[src/rtl/nig_pkg.sv]
package nig_pkg;
    // Action the unit takes on the coming clock edge
    typedef enum logic [2:0] {
        OP_HOLD  = 3'd0,
        OP_STEP  = 3'd1,
        OP_WRAP  = 3'd2,
        OP_CLEAR = 3'd3,
        OP_PAUSE = 3'd4
    } nig_op_e;
endpackage

[src/rtl/nig_lane.sv]
// One loop level: compares the index with its bound and forms the candidate next value.
module nig_lane #(
    parameter int IDX_W = 8
) (
    input  logic [IDX_W-1:0] idx_i,
    input  logic [IDX_W-1:0] bound_i,
    input  logic [IDX_W-1:0] stride_i,
    input  logic             adv_i,
    input  logic             clr_i,
    output logic             below_o,
    output logic [IDX_W-1:0] nxt_o
);
    always_comb begin
        below_o = idx_i < bound_i;
        if (adv_i)
            nxt_o = idx_i + stride_i;
        else if (clr_i)
            nxt_o = '0;
        else
            nxt_o = idx_i;
    end
endmodule

[src/rtl/nig_select.sv]
// Priority selector: innermost level still below its bound advances; all levels inside it clear.
module nig_select #(
    parameter int NEST = 3
) (
    input  logic [NEST-1:0] below_i,
    output logic [NEST-1:0] adv_o,
    output logic [NEST-1:0] clr_o,
    output logic            exhausted_o
);
    logic found;

    always_comb begin
        adv_o = '0;
        clr_o = '0;
        found = 1'b0;
        for (int k = NEST - 1; k >= 0; k--) begin
            if (!found && below_i[k]) begin
                adv_o[k] = 1'b1;
                found    = 1'b1;
            end else if (!found) begin
                clr_o[k] = 1'b1;
            end
        end
        exhausted_o = !found;
    end

    // at most one loop advances per step
    always_comb begin
        a_r4_single_advance: assert ($onehot0(adv_o));
    end
    // a loop is never both advanced and cleared
    always_comb begin
        a_r5_adv_clr_disjoint: assert ((adv_o & clr_o) == '0);
    end
endmodule

[src/rtl/nest_index_gen.sv]
module nest_index_gen #(
    parameter int NEST  = 3,
    parameter int IDX_W = 8
) (
    input  logic                  clk,
    input  logic                  rst_n,
    input  logic                  enable_i,
    input  logic                  restart_i,
    input  logic                  step_i,
    input  logic [IDX_W-1:0]      stride_i,
    input  logic [NEST*IDX_W-1:0] bounds_i,
    output logic [NEST*IDX_W-1:0] index_o,
    output logic                  nest_done_o
);
    import nig_pkg::*;

    localparam int VEC_W = NEST * IDX_W;

    typedef struct packed {
        logic [VEC_W-1:0] idx;
        logic             done;
    } state_t;

    state_t state_d, state_q;
    nig_op_e op;

    logic [NEST-1:0]  below, adv, clr;
    logic             exhausted;
    logic [VEC_W-1:0] lane_nxt;

    // One lane per loop level; level k lives in field k (k = 0 outermost)
    for (genvar k = 0; k < NEST; k++) begin : g_lane
        nig_lane #(.IDX_W(IDX_W)) i_lane (
            .idx_i    (state_q.idx[k*IDX_W +: IDX_W]),
            .bound_i  (bounds_i[k*IDX_W +: IDX_W]),
            .stride_i (stride_i),
            .adv_i    (adv[k]),
            .clr_i    (clr[k]),
            .below_o  (below[k]),
            .nxt_o    (lane_nxt[k*IDX_W +: IDX_W])
        );
    end

    nig_select #(.NEST(NEST)) i_select (
        .below_i     (below),
        .adv_o       (adv),
        .clr_o       (clr),
        .exhausted_o (exhausted)
    );

    always_comb begin
        if (restart_i)
            op = OP_CLEAR;
        else if (!enable_i)
            op = OP_PAUSE;
        else if (step_i)
            op = exhausted ? OP_WRAP : OP_STEP;
        else
            op = OP_HOLD;

        state_d = state_q;
        unique case (op)
            OP_CLEAR: begin
                state_d.idx  = '0;
                state_d.done = 1'b0;
            end
            OP_PAUSE: state_d.done = 1'b0;
            OP_STEP:  state_d.idx  = lane_nxt;
            OP_WRAP: begin
                state_d.idx  = '0;
                state_d.done = 1'b1;
            end
            default: ;
        endcase
    end

    always_ff @(posedge clk or negedge rst_n) begin
        if (!rst_n)
            state_q <= '0;
        else
            state_q <= state_d;
    end

    assign index_o     = state_q.idx;
    assign nest_done_o = state_q.done;

    // indices hold without an enabled step or a restart
    a_r3_hold: assert property (@(posedge clk) disable iff (!rst_n)
        (!restart_i && !(step_i && enable_i)) |=> $stable(index_o));
    // restart clears everything
    a_r10_restart: assert property (@(posedge clk) disable iff (!rst_n)
        restart_i |=> (index_o == '0) && !nest_done_o);
    // end flag is sticky while running
    a_r8_sticky: assert property (@(posedge clk) disable iff (!rst_n)
        (nest_done_o && enable_i && !restart_i) |=> nest_done_o);
    // pausing clears the end flag
    a_r8_pause_clear: assert property (@(posedge clk) disable iff (!rst_n)
        (!enable_i) |=> !nest_done_o);
    // end flag rises only from an enabled step and leaves a zero vector
    a_r7_rise_source: assert property (@(posedge clk) disable iff (!rst_n)
        $rose(nest_done_o) |-> ($past(step_i && enable_i && !restart_i) && index_o == '0));
endmodule

[config.mk]
export PLATFORM = sky130hd
export DESIGN_NAME = nest_index_gen
export DESIGN_NICKNAME = d
export VERILOG_FILES = /design/src/rtl/nig_pkg.sv /design/src/rtl/nig_lane.sv /design/src/rtl/nig_select.sv /design/src/rtl/nest_index_gen.sv
export SDC_FILE = /design/constraint.sdc
export NUM_CORES = 1
export LEC_CHECK = 0
export CORE_AREA = 2 2 79 81
export CTS_CLUSTER_DIAMETER = 40
export DETAILED_ROUTE_END_ITERATION = 10
export DIE_AREA = 0 0 81 83
export DONT_BUFFER_PORTS = 1
export PLACE_DENSITY = 0.67
export SYNTH_ARGS = -nofsm -noshare
export SYNTH_HDL_FRONTEND = slang
export SYNTH_SLANG_ARGS = --single-unit
[constraint.sdc]
create_clock -name clk -period 2 [get_ports clk]
set_clock_uncertainty 0.2 [all_clocks]
set_input_delay 0 -clock clk [delete_from_list [all_inputs] [get_ports clk]]
set_output_delay 0 -clock clk [all_outputs]
set_load 0.005 [all_outputs]
==> results of run 1 <==
## critical path, stage by stage, from the launching register on
cell,delay [ps]
dfrtp_1,420
buf_6,130
ha_4,280
nand3_2,50
o211ai_1,280
o41ai_2,130
xor2_1,180
or4_1,410
mux2i_1,140
## metal layers
| metal | vias to the layer above | GRT usage (%) | part of all wire, % |
|---|---|---|---|
| met5 | - | 0 | 0 |
| met4 | 0 | 2.77 | 0.40 |
| met3 | 2 | 4.35 | 4.8 |
| met2 | 45 | 32.4 | 50 |
| met1 | 945 | 22.8 | 45 |
| li1 | 1033 | - | - |
## power breakdown
group / internal (uW) / total (uW) / switching, uW
sequential: 521 / 537 / 15.8
clock: 142 / 300 / 157
combinational: 260 / 467 / 208
## timing repair
| item | in CTS | in global routing |
|---|---|---|
| setup buffers | 10 | 6 |
| gates resized for setup | 23 | 19 |
| hold endpoints to repair | 50 | 25 |
| hold buffers | 7 | 4 |
| pin swaps | 25 | 15 |
| endpoints found under the setup margin | 25 | 25 |
## final cells by class
cell class              count  area share [%]
multi-input cells         183            52.9
repair buffers             83            21.4
flip-flops and latches     25            18.6
inverters                  28            3.10
well taps                  75            2.77
clock buffers               4            1.33
## placed cells by master (no fill, tap or decap), types with 10 or more instances in the layout
| cell | count |
|---|---|
| buf_4 | 60 |
| buf_6 | 11 |
| inv_1 | 28 |
| a21oi_1 | 13 |
| ha_1 | 31 |
| nor2_1 | 14 |
| ha_4 | 10 |
| xnor2_1 | 13 |
| a22o_1 | 21 |
| dfrtp_1 | 22 |
## kinds of logic after synthesis
group / Yosys count
muxes: 1
and+or+nand+nor: 46
buffers and inverters: 31
xor gates and xnor gates: 18
adders and majority gates: 45
AOI/OAI and AO/OA: 73
DFF: 25
## synth_stat cells
library cell / number
a2111oi_4: 1
a211o_1: 1
a211oi_1: 1
a21o_1: 8
a21oi_1: 21
a22o_1: 21
a31o_2: 1
a31oi_2: 1
and2_1: 1
and3b_1: 1
and4bb_2: 1
buf_2: 2
clkbuf_1: 1
dfrtp_1: 25
fa_1: 3
ha_1: 42
inv_1: 28
mux2i_1: 1
nand2_1: 9
nand2b_1: 1
nand2b_4: 1
nand3_1: 6
nand3b_1: 1
nand4_1: 2
nor2_1: 15
nor3_1: 4
nor3_2: 1
nor3b_1: 1
nor3b_4: 1
o211ai_1: 3
o21a_1: 3
o21ai_0: 5
o21bai_1: 3
o31ai_4: 1
o41ai_1: 3
or4_1: 1
xnor2_1: 13
xor2_1: 5
## final timing paths
kind,startpoint,to,slack (ps),cells after the start
setup reg to reg,index_o[20],index_o[23],-290,8
hold / removal,stride_i[4],index_o[21],-40,4
min in group asynchronous,rst_n,index_o[6],60,3
setup / recovery,index_o[20],index_o[23],-290,8
hold reg to reg,index_o[23],index_o[23],380,2
max in group asynchronous,rst_n,index_o[1],1370,3
## stage by stage
stage | setup TNS, ps | hold slack (ps) | cell area [um2] | power [uW] | cells
2_1_floorplan | -1260 | -496 | 2360 | 771 | 239
3_3_place_gp | -3350 | -494 | 2880 | 881 | 368
3_5_place_dp | -3820 | -494 | 2880 | 891 | 368
4_1_cts | -4330 | -431 | 3220 | 1270 | 389
5_1_grt | -7780 | -20.4 | 3390 | 1390 | 398
6_report | -5780 | -35.8 | 3390 | 1300 | 398
## flip-flops by register name (all words and copies together), names as in the netlist
name and flops:
index_o 24, nest_done_o 1
==> flow_metrics.env, run 1 <==
export IMPL_status="complete, but fails checks"
export IMPL_violations="negative hold slack, negative setup slack"
export IMPL_syn_cell_area_um2=2300
export IMPL_final_fill_count=519
export IMPL_dpl_worst_slack_ps=-276
export IMPL_drive_gt1_share_pct=36.5
export IMPL_ios=62
export IMPL_setup_slack_ps=-290
export IMPL_synth_area_leaders="dfrtp_1 27%, ha_1 23%, a22o_1 8.0%, xnor2_1 4.9%, a21oi_1 4.6%"
export IMPL_start_util_pct=39.6
export IMPL_ys_seq_area_share_pct=27.2
export IMPL_die_h_um=83
export IMPL_grt_pass1_vias=2097
export IMPL_grt_antenna_before_repair=0
export IMPL_postSynthAreaPerCell_um2=9.64
export IMPL_cts_sinks=25
export IMPL_hold_path_class="input port to flop"
export IMPL_synth_xor_xnor_area_share_pct=6.84
export IMPL_slew_viol_final=0
export IMPL_fp_dieArea_um2=6720
export IMPL_synth_compound_area_share_pct=24.1
export IMPL_whs_ps=-35.8
export IMPL_ys_ff_latch=25
export IMPL_globalplace_congestion=0.781
export IMPL_synth_top_cell_area_share_pct=27.2
export IMPL_maxCapViolCount=0
export IMPL_avgRoutedWirePerCell_um=15.2
export IMPL_port_buffers=0
export IMPL_synthCells=239
export IMPL_fin_crit_sh_pct=115
export IMPL_cp_end_kind="flop"
export IMPL_grt_overflow_total=0
export IMPL_utilization_pct=58.3
export IMPL_powerDensity_nw_per_um2=385
export IMPL_yosysTopAreaCell="dfrtp_1"
export IMPL_regArea_um2=629
export IMPL_synth_mux_area_share_pct=0.435
export IMPL_grt_use_total_pct=18.3
export IMPL_clk_transition_reported_paths_ps=90
export IMPL_wirelength_um=6040
export IMPL_core_area_um2=5820
export IMPL_drtIter0Drc=42
export IMPL_tightest_slew_ps=600
export IMPL_synthAdderAreaFrac_pct=25.4
export IMPL_ys_types=38
export IMPL_clockBufferDepth=2
export IMPL_setup_viol=25
export IMPL_synthSimpleGateAreaFrac_pct=10.9
export IMPL_worstPathMaxFanout=4
export IMPL_max_slew_margin_pct=59.9
export IMPL_viasPerCell=5.09
export IMPL_place_hpwl_um=4510
export IMPL_crit_type="flop to flop"
export IMPL_detail_route_antenna_nets=0
export IMPL_fmaxAchievable_mhz=437
export IMPL_crit_required_ps=2000
export IMPL_route_detailed_drc=0
export IMPL_min_period_ps=2290
export IMPL_yosys_warnings=0
export IMPL_worstPathArrival_ps=2290
export IMPL_first_pass_iters=4
export IMPL_rsz0062_at_grt="true"
export IMPL_p_leak_uw=0.00177
export IMPL_cts_buffers=3
export IMPL_syn_num_nets=321
export IMPL_diodes=0
export IMPL_h_tree_depth=1
export IMPL_clock_latency_ps=270
export IMPL_area_growth_pct=47.1
export IMPL_vias=2025
export IMPL_rows=28
export IMPL_num_nets_final=406
export IMPL_cts_root_buf="clkbuf_8"
export IMPL_fp_dieW_um=81
export IMPL_multi_input_area_um2=1790
export IMPL_grt_pass1_wl_um=9690
export IMPL_grt_max_degree=26
export IMPL_hold_viol=7
export IMPL_tritoncts="built"
export IMPL_ir_drop_mv=0.294
export IMPL_cp_start_kind="flop"
export IMPL_synth_top_family_by_area="adder cells"
(Power assumes the default switching activity.)
==> run 2, diff against run 1 <==
Settings changed: CELL_PAD_IN_SITES_DETAIL_PLACEMENT from default to 0, CELL_PAD_IN_SITES_GLOBAL_PLACEMENT from default to 2, CORE_AREA 2 2 79 81 to 2 2 85 87, DIE_AREA 0 0 81 83 to 0 0 87 89, PLACE_DENSITY 0.67 to 0.85.
==> flow_metrics.env, run 2 (same netlist as run 1, synthesis figures left out) <==
export IMPL_status="complete, but fails checks"
export IMPL_violations="negative hold slack, negative setup slack"
export IMPL_tritoncts="built"
export IMPL_regToRegEndpoint="index_o[23]"
export IMPL_die_h_um=89
export IMPL_whs_ps=-423
export IMPL_worstPathMaxFanout=3
export IMPL_dpl_cell_count=380
export IMPL_maxCapViolCount=0
export IMPL_mostFrequentLayoutCells="67 x buf_4, 37 x ha_1, 28 x inv_1"
export IMPL_stdcell_count=396
export IMPL_cp_slowest_stage_delay_ps=430
export IMPL_cts_sinks=25
export IMPL_ios=62
export IMPL_p_leak_uw=0.00173
export IMPL_crit_cells=7
export IMPL_max_slew_margin_pct=53.6
export IMPL_worstPathArrival_ps=2280
export IMPL_grt_antenna_before_repair=0
export IMPL_setup_viol=25
export IMPL_slew_viol_final=0
export IMPL_avgRoutedWirePerCell_um=15.4
export IMPL_ir_drop_mv=0.237
export IMPL_path_buf_inv=0
export IMPL_place_hpwl_um=4930
export IMPL_ctsHoldBuffers=7
export IMPL_fin_total_pwr_uw=1260
export IMPL_grt_overflow_total=0
export IMPL_crit_chain="ha_1 > nand3_1 > o211ai_1 > o41ai_2 > xor2_1 > or4_1 > mux2i_1"
export IMPL_first_pass_iters=4
export IMPL_port_buffers=0
export IMPL_crit_required_ps=2000
export IMPL_clockBufferDepth=2
export IMPL_r2r_slack_ps=-280
export IMPL_grt_use_total_pct=16.8
export IMPL_hold_viol=25
export IMPL_diodes=0
export IMPL_rows=30
export IMPL_num_nets_final=399
export IMPL_cp_slowest_cell="dfrtp_1"
export IMPL_drtIter0Drc=57
export IMPL_clock_latency_ps=270
export IMPL_fin_crit_sh_pct=114
export IMPL_viasPerCell=5.13
export IMPL_fmaxAchievable_mhz=439
export IMPL_h_tree_depth=1
export IMPL_cts_buffers=3
export IMPL_start_util_pct=34.3
export IMPL_cpLargestDelayFamily="simple AND/OR/NAND/NOR gates"
export IMPL_final_area_um2=3160
export IMPL_ff2ff_path_depth=7
export IMPL_clk_transition_reported_paths_ps=100
export IMPL_reg2reg_from="index_o[19]"
export IMPL_cts_root_buf="clkbuf_8"
export IMPL_largest_reg_flops=24
export IMPL_hold_path_class="input port to flop"
export IMPL_core_area_um2=6720
export IMPL_route_detailed_drc=0
export IMPL_powerDensity_nw_per_um2=399
export IMPL_grt_max_degree=26
export IMPL_cp_end_kind="flop"
export IMPL_worstSetupEndpoint="index_o[23]"
export IMPL_setup_slack_ps=-276
export IMPL_final_common_cell="buf_4"
export IMPL_min_period_ps=2280
export IMPL_rsz0062_at_grt="true"
export IMPL_grt_pass1_wl_um=10100
export IMPL_tns_ps=-4630
export IMPL_fp_dieW_um=87
export IMPL_dpl_cell_area_um2=2920
export IMPL_wirelength_um=6080
export IMPL_crit_type="flop to flop"
export IMPL_area_growth_pct=37.2
export IMPL_drive_gt1_share_pct=32.0
export IMPL_tightest_slew_ps=696
export IMPL_grt_pass1_vias=2073
export IMPL_fp_dieArea_um2=7740
export IMPL_vias=2033
export IMPL_cp_startpoint="index_o[19]"
export IMPL_globalplace_congestion=0.873
export IMPL_detail_route_antenna_nets=0
export IMPL_cp_start_kind="flop"
## run 2: cell count changes in the layout (fill, tap and decap cells not counted), sizes merged
cell,delta
dlygate4sd3,-5
buf,-3
dlymetal6s4s,+1
## run 2: how the worst min path moves through the flow
stage               from           to  cells past startpoint
3_3_place_gp       rst_n   index_o[2]                      0
2_1_floorplan      rst_n   index_o[0]                      0
5_1_grt        restart_i  nest_done_o                      1
4_1_cts        restart_i  nest_done_o                      1
6_report       restart_i  nest_done_o                      1
3_5_place_dp       rst_n   index_o[0]                      0
## run 2: metal layers
metal / vias up / share of wire (%) / GRT usage (%)
met1: 955 / 45 / 20.8
met4: 0 / 0.21 / 1.28
li1: 1029 / - / -
met2: 47 / 49 / 30.6
met5: - / 0 / 0
met3: 2 / 5.2 / 4.25
## run 2: timing repair
action / in CTS / in global routing
hold endpoints to repair: 50 / 25
pin swaps: 7 / 13
setup endpoints to repair: 25 / 25
resized for setup: 4 / 8
setup buffers: 1 / 5
## run 2: report_power, final
group,switching [uW],leakage (uW),internal [uW]
Sequential,14.1,0.000345,521
Combinational,187,0.00136,218
Clock,178,0.0000228,143
Total,379,0.00173,882
## run 2: stage by stage
stage | setup WS [ps] | util (%)
floorplan | -121 | -
finish | -276 | 47.0
CTS | -281 | 45.6
detailed placement | -280 | 43.5
global placement | -261 | 43.5
global route | -383 | 47.0
## run 2: layout make-up
type / count / area [um2]
multi-input combinational: 183 / 1660
fill: 641 / 3560
inverter: 28 / 105
tap: 80 / 100
clock buffer: 4 / 45.0
timing repair buffer: 76 / 618
sequential: 25 / 627
